==> config.mk <==
export PLATFORM = sky130hd
export DESIGN_NAME = audio_serial_rx
export DESIGN_NICKNAME = d
export VERILOG_FILES = /design/src/rtl/audio_serial_rx.sv
export SDC_FILE = /design/constraint.sdc
export NUM_CORES = 1
export LEC_CHECK = 0
export BUFFER_PORTS_ARGS = -buffer_cell sky130_fd_sc_hd__buf_2
export CORE_UTILIZATION = 30
export DETAILED_ROUTE_END_ITERATION = 10
export PLACE_DENSITY = 0.45
export SYNTH_ARGS = -nofsm -noshare
export SYNTH_HDL_FRONTEND = slang
export SYNTH_SLANG_ARGS = --single-unit
==> constraint.sdc <==
create_clock -name bclk -period 1.65 [get_ports bclk]
set_input_delay 0.165 -clock bclk [delete_from_list [all_inputs] [get_ports bclk]]
set_output_delay 0.165 -clock bclk [all_outputs]
set_load 0.02 [all_outputs]
==> src/rtl/audio_serial_rx.sv <==
module audio_serial_rx (
  input  logic        bclk,
  input  logic        rst_n,
  input  logic        lrck,
  input  logic        sdata,
  input  logic [2:0]  fmt,
  output logic [23:0] left_o,
  output logic [23:0] right_o,
  output logic        valid_o
);
  localparam int W  = 24;
  localparam int CW = $clog2(W + 1);
  localparam logic [CW-1:0] FULL = CW'(W);

  logic          lr_q, started, have_left;
  logic [CW-1:0] cnt;
  logic [W-1:0]  acc, tail, hold_l, word;
  logic          i2s_mode, frame_edge, left_done;

  assign i2s_mode   = (fmt == 3'b011);
  assign frame_edge = started && (lrck != lr_q);
  assign left_done  = i2s_mode ? !lr_q : lr_q;

  always_comb begin
    case (fmt)
      3'b000:  word = {tail[15:0], 8'b0};
      3'b001:  word = {tail[19:0], 4'b0};
      3'b100:  word = tail;
      3'b011:  word = (cnt < FULL) ? {acc[W-2:0], sdata} : acc;
      default: word = acc;
    endcase
  end

  always_ff @(posedge bclk or negedge rst_n) begin
    if (!rst_n) begin
      lr_q      <= 1'b0;
      started   <= 1'b0;
      have_left <= 1'b0;
      cnt       <= '0;
      acc       <= '0;
      tail      <= '0;
      hold_l    <= '0;
      left_o    <= '0;
      right_o   <= '0;
      valid_o   <= 1'b0;
    end else begin
      started <= 1'b1;
      lr_q    <= lrck;
      tail    <= {tail[W-2:0], sdata};
      valid_o <= 1'b0;
      if (frame_edge) begin
        cnt <= i2s_mode ? '0 : CW'(1);
        acc <= i2s_mode ? '0 : {{(W-1){1'b0}}, sdata};
        if (left_done) begin
          hold_l    <= word;
          have_left <= 1'b1;
        end else if (have_left) begin
          left_o  <= hold_l;
          right_o <= word;
          valid_o <= 1'b1;
        end
      end else if (cnt < FULL) begin
        cnt <= cnt + 1'b1;
        acc <= {acc[W-2:0], sdata};
      end
    end
  end
endmodule

==> run summary <==
crit path DAT -> 1880 ps
antenna viol nets, final -> 0
area delta synth->final -> 27.1%
Seq/Total Area, Yosys -> 55.9%
fmax -> 632 MHz
Min-Delay Startpoint -> fmt[0]
CTS tree -> built
routability cong. -> 0.818
number of port buffers -> 55
Hold WC Path Type -> in -> reg
Total Routing Usage GR -> 16.5%
# DRC -> 0
WL per Instance -> 17.7 um
DP Worst Slack -> -108 ps
Via density -> 5.18
FF+latch count, synth -> 129
largest net degree at the start of global routing -> 48
TritonCTS Sinks -> 129
final WL -> 15400 um
initial core utilization -> 30.7%
Mapped Area -> 5770 um2
placed inst area -> 6570 um2
maximum vdd drop -> 0.534 mV
Mapped Cells -> 546
post-route clock skew -> 6.21 ps
drt pass-1 iters -> 4
IO Pins -> 56
r2r startpoint -> lr_q
first-pass GRT wire length -> 25200 um
Sw Pwr -> 0.00317 W
Fill cells -> 1834
Critical Path RT -> 1950 ps
Num CTS Buffers -> 17
R2R depth -> 6
final setup violation count -> 0
status -> completed
Slew Viols, Final -> 0
Die ar. -> 19800 um2
max capacitance violation total -> 0
Logic pwr share -> 22.9%
Core ar. -> 18800 um2
commonest cells after routing, fill and taps aside -> 129 x dfrtp_1, 66 x o21ai_0, 54 x buf_2, 53 x nand2_1, 40 x a21oi_1
root buffer cell -> clkbuf_16
internal power -> 0.00752 W
Synth Flop Type -> dfrtp_1
CP Launch Point -> lr_q
chip width -> 141 um
Clock Power Share -> 37.3%
Final min period -> 1580 ps
Worst-path clk slew -> 60 ps
Final period util -> 95.9%
post-synth cell types -> 41
Synth Net Count -> 554
total power -> 0.0107 W
GRT Residual Overflow -> 0
number of enable flip-flop cells after synthesis -> 0
row cnt -> 50
initial antenna violation count -> 0
Die H -> 141 um
worst slew pin tran -> 522 ps
detailed placement HPWL -> 10500 um
ANT cells -> 0
design area -> 7330 um2
total negative slack -> 0 ps
critical path capture point type -> register
worst setup margin -> 68.3 ps
Worst Hold Depth -> 4
leakage -> 3.26 nW
crit-path max FO -> 21
layout cell share with drive strength beyond 1 -> 28.1%
Syn Area/Cell -> 10.6 um2
vias -> 4495
Final Hold Fails -> 0
RSZ-0062 raised after global routing -> true
PD cells -> 1460 nW/um2
synth warn -> 0
Clock Latency Late Sink -> 410 ps
most common library cell in the layout ignoring fill and taps -> dfrtp_1
H-tree depth -> 4
number of global-route vias before repair -> 4550
Post-synth ARST share -> 100%
Reg power frac -> 39.8%
Slew HR -> 65.2%
nets -> 630
clock buffer depth -> 2
initial drt markers -> 278
CP Launch Type -> register
switch share -> 29.7%
WS Path Type -> reg -> reg
## repair_timing
action	in CTS	in global routing
endpoints found under the hold margin	46	0
gates resized for setup	5	15
gates cloned	1	0
buffers inserted	0	0
hold buffers	3	0
pin swaps	1	2
setup endpoints to repair	27	54
## power by group through the flow
stage / clock network [W] / registers, W / logic, W
finish: 0.00399 / 0.00426 / 0.00245
CTS: 0.00407 / 0.00427 / 0.00246
detailed placement: 0 / 0.00432 / 0.00244
global route: 0.00420 / 0.00436 / 0.00267
floorplan: 0 / 0.00478 / 0.000998
global placement: 0 / 0.00429 / 0.00241
## registers in the layout, summed over array words and instances, names as in the netlist
| register | count |
|---|---|
| acc | 24 |
| hold_l | 24 |
| left_o | 24 |
| right_o | 24 |
| tail | 24 |
| cnt | 5 |
| have_left | 1 |
| lr_q | 1 |
| started | 1 |
| valid_o | 1 |
## per-layer routing
layer	GRT usage, %	part of all wire, %
met1	22.6	49
met2	26.0	46
met3	3.40	3.8
met4	5.95	1.7
met5	0	0
## worst max-delay path: stages, from the launching register on
cell and delay [ps]:
dfrtp_1 400, buf_4 170, xnor2_4 180, nand3_4 110
inv_4 80, buf_12 170, mux2_2 340
## through the flow
step	instances	hold slack (ps)	util [%]
4_1_cts	868	219	38.7
6_report	868	224	39.1
5_1_grt	868	252	39.1
2_1_floorplan	546	-131	-
3_3_place_gp	833	148	35.0
3_5_place_dp	833	150	35.0
## worst paths after layout
check / end / slack [ps]
min reg2reg: tail[23] / 380
min: cnt[0] / 220
max reg2reg: left_o[23] / 70
max: left_o[23] / 70
max in group asynchronous: hold_l[1] / 830
min in group asynchronous: acc[20] / 270
## synthesized netlist by cell type, types with 2 or more instances
cell type    n  area, um2
o31ai_1     32        240
o21ai_0     70        350
nand2_1     54        203
mux2_4       9        135
mux2i_1      2       20.0
o21a_1       4       30.0
nor2_1      35        131
a21oi_1     40        200
inv_1        4       15.0
nor2b_1     17        106
buf_1        5       18.8
clkbuf_1    30        113
nand3_1      2       10.0
buf_2        5       25.0
o41ai_1      4       35.0
o22a_1      16        140
a31oi_1      2       12.5
a211oi_1    17        128
a32o_1       5       50.1
buf_6        2       22.5
nand2b_1     2       12.5
dfrtp_1    129       3230
xnor2_1      2       17.5
xor2_1       2       17.5
a22oi_1      8       60.1
nor3_1       4       20.0
mux2_2      23        259
and2_1       2       12.5
and3b_1      5       43.8
buf_4        3       22.5
## kinds of logic (layout without fill, tap and decap cells)
group                      after synthesis  after routing  synth area share (%)
AOI/OAI and AO/OA                      199            199                  21.7
DFF                                    129            129                  55.9
and+or+nand+nor                        124            124                  9.76
buffers and inverters                   53            141                  4.23
muxes                                   34             34                  7.18
xor gates and xnor gates                 5              5                 0.889
adders and majority gates                1              1                 0.217
other                                    1              1                0.0650
## area by class of cell
cell class	instances	area [um2]	area share, %
Sequential cell	129	3230	44.0
Inverter	6	25.0	0.341
Clock buffer	21	470	6.41
Clock inverter	10	158	2.15
Timing Repair Buffer	104	793	10.8
Tap cell	234	293	3.99
Multi-Input combinational cell	364	2370	32.3
(Power assumes the default switching activity.)
